$ cat config.mk
export PLATFORM = sky130hd
export DESIGN_NAME = acc_core
export DESIGN_NICKNAME = d
export VERILOG_FILES = /design/src/rtl/acc_pkg.sv /design/src/rtl/acc_alu.sv /design/src/rtl/acc_decode.sv /design/src/rtl/acc_core.sv
export SDC_FILE = /design/constraint.sdc
export NUM_CORES = 1
export LEC_CHECK = 0
export ABC_AREA = 1
export ABC_CLOCK_PERIOD_IN_PS = 3000
export CAP_MARGIN = 20
export CORE_ASPECT_RATIO = 0.8
export CORE_MARGIN = 4
export CORE_UTILIZATION = 64
export DETAILED_ROUTE_END_ITERATION = 6
export DONT_BUFFER_PORTS = 1
export PLACE_DENSITY = 0.9
export SYNTH_ARGS = -nofsm -noshare
export SYNTH_HDL_FRONTEND = slang
export SYNTH_SLANG_ARGS = --single-unit
$ cat constraint.sdc
create_clock -name clk -period 3 [get_ports clk]
set_input_delay 0.3 -clock clk [delete_from_list [all_inputs] [get_ports clk]]
set_output_delay 0.3 -clock clk [all_outputs]
set_load 0.01 [all_outputs]
$ cat src/rtl/acc_pkg.sv
package acc_pkg;

    localparam int OPC_W   = 4;
    localparam int OPT_W   = 4;
    localparam int ARG_W   = 8;
    localparam int DATA_W  = 8;
    localparam int INSTR_W = OPC_W + OPT_W + ARG_W;

    typedef logic [OPC_W-1:0] opc_t;
    typedef logic [OPT_W-1:0] opt_t;

    localparam opc_t OPC_ALU_IMM = 4'h1;
    localparam opc_t OPC_ALU_MEM = 4'h2;
    localparam opc_t OPC_CLEAR   = 4'h3;
    localparam opc_t OPC_STORE   = 4'h4;
    localparam opc_t OPC_BRZ     = 4'h5;

    localparam opt_t FN_ADD = 4'h0;
    localparam opt_t FN_SUB = 4'h1;

    typedef enum logic [1:0] {
        PH_FETCH  = 2'd0,
        PH_DECODE = 2'd1,
        PH_MEMRD  = 2'd2,
        PH_EXEC   = 2'd3
    } phase_e;

    typedef struct packed {
        opc_t             opc;
        opt_t             fn;
        logic [ARG_W-1:0] arg;
    } instr_t;

    typedef struct packed {
        logic acc_load;
        logic acc_clear;
        logic mem_write;
        logic pc_jump;
        logic mem_operand;
    } ctrl_t;

endpackage

$ cat src/rtl/acc_alu.sv
module acc_alu
    import acc_pkg::*;
(
    input  logic [DATA_W-1:0] lhs,
    input  logic [DATA_W-1:0] rhs,
    input  opt_t              fn,
    output logic [DATA_W-1:0] result,
    output logic              supported
);

    always_comb begin
        result    = lhs;
        supported = 1'b0;
        case (fn)
            FN_ADD: begin
                result    = lhs + rhs;
                supported = 1'b1;
            end
            FN_SUB: begin
                result    = lhs - rhs;
                supported = 1'b1;
            end
            default: begin
                result    = lhs;
                supported = 1'b0;
            end
        endcase
    end


    unsupported_keeps_lhs_chk: assert final (supported || result == lhs);

endmodule

$ cat src/rtl/acc_decode.sv
module acc_decode
    import acc_pkg::*;
(
    input  opc_t  opc,
    input  logic  acc_zero,
    output ctrl_t ctl
);

    always_comb begin
        ctl = '0;
        case (opc)
            OPC_ALU_IMM: ctl.acc_load = 1'b1;
            OPC_ALU_MEM: begin
                ctl.acc_load    = 1'b1;
                ctl.mem_operand = 1'b1;
            end
            OPC_CLEAR:   ctl.acc_clear = 1'b1;
            OPC_STORE:   ctl.mem_write = 1'b1;
            OPC_BRZ:     ctl.pc_jump   = acc_zero;
            default:     ctl = '0;
        endcase
    end


    one_action_chk: assert final ($countones({ctl.acc_load, ctl.acc_clear, ctl.mem_write, ctl.pc_jump}) <= 1);

endmodule

$ cat src/rtl/acc_core.sv
module acc_core
    import acc_pkg::*;
(
    input  logic               clk,
    input  logic               rst,
    output logic [ARG_W-1:0]   imem_addr,
    input  logic [INSTR_W-1:0] imem_rdata,
    output logic [ARG_W-1:0]   dmem_addr,
    input  logic [DATA_W-1:0]  dmem_rdata,
    output logic [DATA_W-1:0]  dmem_wdata,
    output logic               dmem_we,
    output logic [DATA_W-1:0]  acc_o,
    output logic [ARG_W-1:0]   pc_o
);

    typedef struct packed {
        phase_e            phase;
        logic [ARG_W-1:0]  pc;
        logic [DATA_W-1:0] acc;
        instr_t            ir;
    } core_t;

    localparam core_t CORE_RESET = '{phase: PH_FETCH, pc: '0, acc: '0, ir: '0};

    core_t core_d, core_q;
    ctrl_t ctl;
    instr_t            fetched;
    logic [DATA_W-1:0] alu_rhs;
    logic [DATA_W-1:0] alu_res;
    logic              alu_ok;

    assign fetched = instr_t'(imem_rdata);

    acc_decode u_decode (
        .opc      (core_q.ir.opc),
        .acc_zero (core_q.acc == '0),
        .ctl      (ctl)
    );

    assign alu_rhs = ctl.mem_operand ? dmem_rdata : core_q.ir.arg;

    acc_alu u_alu (
        .lhs       (core_q.acc),
        .rhs       (alu_rhs),
        .fn        (core_q.ir.fn),
        .result    (alu_res),
        .supported (alu_ok)
    );

    always_comb begin
        core_d = core_q;
        case (core_q.phase)
            PH_FETCH: core_d.phase = PH_DECODE;
            PH_DECODE: begin
                core_d.ir    = fetched;
                core_d.phase = (fetched.opc == OPC_ALU_MEM) ? PH_MEMRD : PH_EXEC;
            end
            PH_MEMRD: core_d.phase = PH_EXEC;
            PH_EXEC: begin
                if (ctl.acc_clear) begin
                    core_d.acc = '0;
                end else if (ctl.acc_load && alu_ok) begin
                    core_d.acc = alu_res;
                end
                core_d.pc    = ctl.pc_jump ? core_q.ir.arg : core_q.pc + ARG_W'(1);
                core_d.phase = PH_FETCH;
            end
            default: core_d.phase = PH_FETCH;
        endcase
    end

    always_ff @(posedge clk) begin
        if (rst) begin
            core_q <= CORE_RESET;
        end else begin
            core_q <= core_d;
        end
    end

    assign imem_addr  = core_q.pc;
    assign dmem_addr  = core_q.ir.arg;
    assign dmem_wdata = core_q.acc;
    assign dmem_we    = (core_q.phase == PH_EXEC) && ctl.mem_write;
    assign acc_o      = core_q.acc;
    assign pc_o       = core_q.pc;


    reset_clear_chk: assert property (@(posedge clk) disable iff (rst)
        $past(rst) |-> (core_q.pc == '0 && core_q.acc == '0 && core_q.phase == PH_FETCH));


    pc_hold_chk: assert property (@(posedge clk) disable iff (rst)
        (core_q.phase != PH_EXEC) |=> ($stable(core_q.pc) && $stable(core_q.acc)));


    pc_step_chk: assert property (@(posedge clk) disable iff (rst)
        (core_q.phase == PH_EXEC && core_q.ir.opc != OPC_BRZ) |=> core_q.pc == ARG_W'($past(core_q.pc) + ARG_W'(1)));


    branch_take_chk: assert property (@(posedge clk) disable iff (rst)
        (core_q.phase == PH_EXEC && core_q.ir.opc == OPC_BRZ && core_q.acc == '0) |=> core_q.pc == $past(core_q.ir.arg));


    clear_acc_chk: assert property (@(posedge clk) disable iff (rst)
        (core_q.phase == PH_EXEC && core_q.ir.opc == OPC_CLEAR) |=> core_q.acc == '0);


    undef_hold_chk: assert property (@(posedge clk) disable iff (rst)
        (core_q.phase == PH_EXEC && (core_q.ir.opc == 4'h0 || core_q.ir.opc > OPC_BRZ)) |=> ($stable(core_q.acc) && !$past(dmem_we)));


    store_pulse_chk: assert property (@(posedge clk) disable iff (rst)
        dmem_we |=> !dmem_we);

endmodule

* Word level (Yosys, flattened, before mapping)
Index checks and enable logic that the tools add are counted.
** Storage, ports and cells
- Logic and storage cells :: 42
- Register bits after elaboration :: 34
** Cells by class
- Multiplexer cells :: 13
- Reduce and logical (&&, ||, !) cells :: 10
- Eq/ne operators :: 10
- $add $sub $neg :: 3
** Operators with widths (number)
- 8-bit 2-to-1 mux :: 4
- 8-bit case mux with 2 select lines :: 1
- 4-bit by 2-bit equality test with 1-bit output (second input constant) :: 3
- 8-bit by 1-bit adder with 8-bit output (second input constant) :: 1
- 8-bit adder :: 1
- 4-bit by 1-bit equality test with 1-bit output (second input constant) :: 2
- 4-bit by 3-bit equality test with 1-bit output (second input constant) :: 2
- 8-bit logical NOT :: 1
- 2-bit case mux with 4 select lines :: 1
- 8-bit subtractor :: 1
- 1-bit 2-to-1 mux :: 7
- 2-bit equality test (second input constant) :: 2
- 4-bit logical NOT :: 1
- 2-bit OR reduction :: 2
- 3-bit AND reduction :: 1
- 3-bit nonzero test :: 1
- 2-bit by 1-bit equality test with 1-bit output (second input constant) :: 1
- 1-bit logical AND :: 2
- 2-bit logical NOT :: 1
- 2-bit nonzero test :: 1

* Logic depth before layout (Yosys ltp)
- Depth in word-level cells :: 7
- Depth in mapped cells :: 21
- Depth with buffers taken out :: 20

* Cells and area by module
A second synthesis with hierarchy kept.
** Second synthesis, totals
- Cell total of the unflattened synthesis :: 379
- Area total of the unflattened synthesis :: 2581.2 um^2
** Modules (own cells, without submodules)
- acc_core :: instances 1, area an instance 1891.8 um^2, cells an instance 257
- acc_alu :: instances 1, area an instance 618.1 um^2, cells an instance 105
- acc_decode :: instances 1, area an instance 71.3 um^2, cells an instance 17

* Worst setup path before layout
Ideal clock, no wire load.
- Path type :: register -> register
- Start :: register core_q[13] (netlist name)
- End :: register core_q, in the netlist acc_o[6]
- Stages on the path, launching flop included :: 21
- Data required time :: 2.929 ns
- Library setup time :: 0.071 ns
- Data arrival time :: 2.321 ns
- Setup slack :: 0.609 ns
- Cells stage by stage :: dfxtp_1 > inv_2 > nor2_4 > buf_6 > nand3b_2 > nand2_2 > nand2_1 > nand2_1 > inv_1 > a22oi_1 > inv_1 > fa_1 > inv_1 > nand3_1 > nand2_1 > nand2_1 > nand2_1 > a21oi_1 > xnor2_1 > nand2_1 > a21oi_1
** Between the ends
- Longest elaborated chain between the ends :: 7
- Elaborated cells on any way between the ends :: 17
- Those cells by class :: 2 x add/sub; 3 x eq/ne; 7 x mux; 5 x reduce/logical
** RTL lines
- start, declared :: line acc_core.sv:25 : core_t core_d, core_q;
- start signal, assigned :: line acc_core.sv:76 : core_q <= core_d;
- 4-bit by 2-bit equality test with 1-bit output :: line acc_decode.sv:11 : case (opc)
- 1-bit 2-to-1 mux :: line acc_decode.sv:11
- 8-bit 2-to-1 mux :: line acc_core.sv:40 : assign alu_rhs = ctl.mem_operand ? dmem_rdata : core_q.ir.arg;
- 8-bit subtractor or 8-bit adder (tied branches) :: line acc_alu.sv:20, acc_alu.sv:16
- 8-bit case mux with 2 select lines :: line acc_alu.sv:14 : case (fn)
- 8-bit 2-to-1 mux :: line acc_core.sv:62 : end else if (ctl.acc_load && alu_ok) begin
- 8-bit 2-to-1 mux :: line acc_core.sv:60 : if (ctl.acc_clear) begin
Several ways; a longest one is shown, not always the timed one. The select of a mux whose other input is x is not followed.
A chain may end at the register's enable or synchronous reset.

* Worst setup path in the final report
- Start :: register core_q[13] (netlist name)
- End :: register core_q, in the netlist acc_o[7]
Same word-level chain as after synthesis.

==> parameters.txt <==
Parameter                              Value

Run status
  Result of the run ... finished clean

Global route
  Antenna violations before repair ... 2
  Largest net degree at the start of global routing ... 24
  Combined global-route utilization of all metal layers ... 0.231
  Global-route wire length before repair ... 9.21 mm
  Overflow left after global routing ... 0
  Number of global-route vias before repair ... 2001

Clocking
  Buffer depth of the longest clock path ... 2
  Number of buffers added by the clock tree synthesis step ... 5
  TritonCTS clock tree ... done
  Clock transition at the registers of the reported paths ... 70 ps
  Number of hold-repair buffers added at the cts stage ... 0
  CTS H-tree depth ... 2
  Sink Count ... 34
  Worst skew pair latency ... 290 ps
  Clock root cell ... sky130_fd_sc_hd__clkbuf_8

Place
  Gp weighted congestion ... 0.891
  Detailed Place HPWL ... 4.07 mm
  Port bufs ... 0

Critical path
  Critical path launch point type ... flop
  Maximum fanout encountered on the critical timing path ... 11
  Reg-to-reg slack, setup ... 160 ps
  Reg2Reg Capture Point ... acc_o[7]$_SDFFE_PP0P_
  Reg2Reg Launch Point ... core_q[13]$_SDFFE_PP0P_
  Kind of capture point of the worst setup path ... flop
  Critical Path RT ... 3190 ps
  Critical path class ... flop to flop
  Arrival time worst endpoint ... 3040 ps
  R2R depth ... 18

Yosys
  Biggest area contributors in the synthesized netlist ... sky130_fd_sc_hd__dfxtp_1, sky130_fd_sc_hd__buf_4, sky130_fd_sc_hd__nand2_1
  Cell type contributing the most total cell area after synthesis ... sky130_fd_sc_hd__dfxtp_1
  Number of enable-type register cells in the synthesized netlist ... 0
  Number of synthesized register bits ... 34
  Yosys warning count ... 0
  Share of the synthesized area in the top cell type ... 0.272
  Net count after synthesis ... 400
  Async set-reset flop share out of synthesis ... 0
  Count of distinct cell types in the synthesized netlist ... 34
  Primary flip-flop cell chosen by synthesis mapping ... sky130_fd_sc_hd__dfxtp_1
  Post-synthesis instance total ... 362
  Share of the yosys chip area belonging to registers ... 0.272
  Per-instance average area after synthesis ... 6.91 um2
  Area of the mapped netlist ... 2500 um2

Job
  Maxcap violations ... 0

Drt
  Routed Wire Length ... 5.71 mm
  Vias post-DR ... 2107
  Detailed-router iteration count before antenna repair ... 5
  Remaining number of nets flagged by the antenna check after routing ... 0
  Remaining DRCs ... 0
  Number of DRC markers after the initial detailed-route iteration ... 245
  Number of vias per cell ... 5.54
  Per-cell routed wire length ... 15.0 um

STA
  Slew margin rel. ... 0.597
  Clock period minus final worst setup slack ... 2840 ps
  Number of endpoints failing setup at the final stage ... 0
  Fmax achieved ... 352 MHz
  Worst Hold Margin ... 59.4 ps
  Number of slew-limit violations in the final report ... 0
  Number of hold-slack violations in the final timing report ... 0
  Worst Clk Skew ... 3.57 ps
  Summed negative setup slack over all endpoints ... 0 ps
  Actual slew at the worst max-slew pin ... 604 ps
  Part of the cycle the worst path needs ... 0.947

Min path
  Hold path startpoint ... rst
  Worst min-delay path class ... input pin to flop
  WHS Endpoint ... acc_o[7]$_SDFFE_PP0P_
  Number of stages on the worst hold path ... 1

Die
  Die height ... 63.9 um
  Row cnt ... 20
  Placeable core region ... 3780 um2
  Initial core utilization ... 0.662
  Floorplan die area ... 4980 um2
  Die width ... 77.9 um
  Number of primary I/O pins ... 67

Final layout
  Number of nets in the layout ... 360
  Most common cell after layout, fill and taps aside ... sky130_fd_sc_hd__nand2_1
  Fraction of final layout cells sized beyond drive strength 1 ... 0.121
  Area growth from synthesis to layout ... -5.80%
  Leading cell types in the layout, fill and taps excluded ... sky130_fd_sc_hd__nand2_1, sky130_fd_sc_hd__inv_1, sky130_fd_sc_hd__a21oi_1

Power
  Standby leakage power ... 0.00106 uW
  Power density normalized to cell area ... 1040 nW/um2
  Worst-case vdd ir drop ... 0.000523 V
[power by group]
| part | switching (uW) | leakage [uW] | internal (uW) | total, uW |
|---|---|---|---|---|
| clock | 179 | 0.0000472 | 184 | 363 |
| sequential | 143 | 0.000279 | 551 | 693 |
| combinational | 873 | 0.000738 | 514 | 1390 |
[metal layers]
layer,share of wire,vias to the layer above,global-route usage
li1,-,1057,-
met1,0.40,924,0.276
met2,0.47,109,0.366
met3,0.11,17,0.0972
met4,0.021,0,0.0939
met5,0,-,0
[worst max path at each step]
| stage | start | end | cells past startpoint |
|---|---|---|---|
| CTS | core_q[13]$_SDFFE_PP0P_ | acc_o[6]$_SDFFE_PP0P_ | 20 |
| global route | core_q[13]$_SDFFE_PP0P_ | acc_o[7]$_SDFFE_PP0P_ | 18 |
| finish | core_q[13]$_SDFFE_PP0P_ | acc_o[7]$_SDFFE_PP0P_ | 18 |
| global placement | core_q[13]$_SDFFE_PP0P_ | acc_o[6]$_SDFFE_PP0P_ | 20 |
| detailed placement | core_q[13]$_SDFFE_PP0P_ | acc_o[6]$_SDFFE_PP0P_ | 20 |
| floorplan | core_q[13]$_SDFFE_PP0P_ | acc_o[6]$_SDFFE_PP0P_ | 20 |
[layout make-up]
type / instances / area, um2
Antenna cell: 2 / 5.00
Clock buffer: 6 / 82.6
Clock inverter: 2 / 12.5
Fill cell: 328 / 1420
Inverter: 42 / 158
Multi-Input combinational cell: 236 / 1320
Sequential cell: 34 / 683
Tap cell: 55 / 68.8
Timing Repair Buffer: 3 / 22.5
[synth_stat cells (all sizes together), types with 4 or more instances]
library cell and n:
xnor2 4, clkbuf 6, buf 44, nand2 74, nor2 33, o21ai 27
nand3 20, nand3b 7, xor2 7, dfxtp 34, ha 11, inv 42
a21oi 36
[repair_timing]
action | CTS | global route
resized for setup | 0 | 8
setup buffers | 0 | 1
endpoints found under the setup margin | 0 | 2
[state kept, by name, indices dropped and copies added, names as in the netlist]
| name | count |
|---|---|
| acc_o | 8 |
| core_q | 10 |
| dmem_addr | 8 |
| imem_addr | 8 |
[worst max-delay path, stage by stage, from the launching register on]
cell and delay [ps]:
sky130_fd_sc_hd__dfxtp_2 380, sky130_fd_sc_hd__inv_2 70, sky130_fd_sc_hd__nor2_4 120, sky130_fd_sc_hd__buf_4 200
sky130_fd_sc_hd__nand3b_1 100, sky130_fd_sc_hd__nand2_1 140, sky130_fd_sc_hd__nand3_2 140, sky130_fd_sc_hd__nor2_2 130
sky130_fd_sc_hd__nand2_1 70, sky130_fd_sc_hd__nand2_1 110, sky130_fd_sc_hd__xor2_1 180, sky130_fd_sc_hd__ha_1 290
sky130_fd_sc_hd__a21oi_1 150, sky130_fd_sc_hd__o21ai_0 120, sky130_fd_sc_hd__a31oi_1 230, sky130_fd_sc_hd__buf_4 150
sky130_fd_sc_hd__nand2_1 40, sky130_fd_sc_hd__nand3_1 70, sky130_fd_sc_hd__a21oi_2 50
[cells by family after synthesis]
family | after synthesis | synth area share
flops | 34 | 0.272
fa+ha+maj | 12 | 0.0630
simple gates | 139 | 0.258
xor+xnor | 11 | 0.0385
buf+inv | 92 | 0.207
compound gates | 74 | 0.162
[per-stage QoR]
step	area, um2	util	cells	setup slack (ps)	power [uW]
3_3_place_gp	2220	0.589	369	387	1940
3_5_place_dp	2220	0.589	369	298	1980
6_report	2360	0.624	380	159	2440
5_1_grt	2360	0.624	380	-109	2650
2_1_floorplan	2500	-	362	609	1850
4_1_cts	2320	0.614	377	231	2370
(Power assumes the default switching activity.)
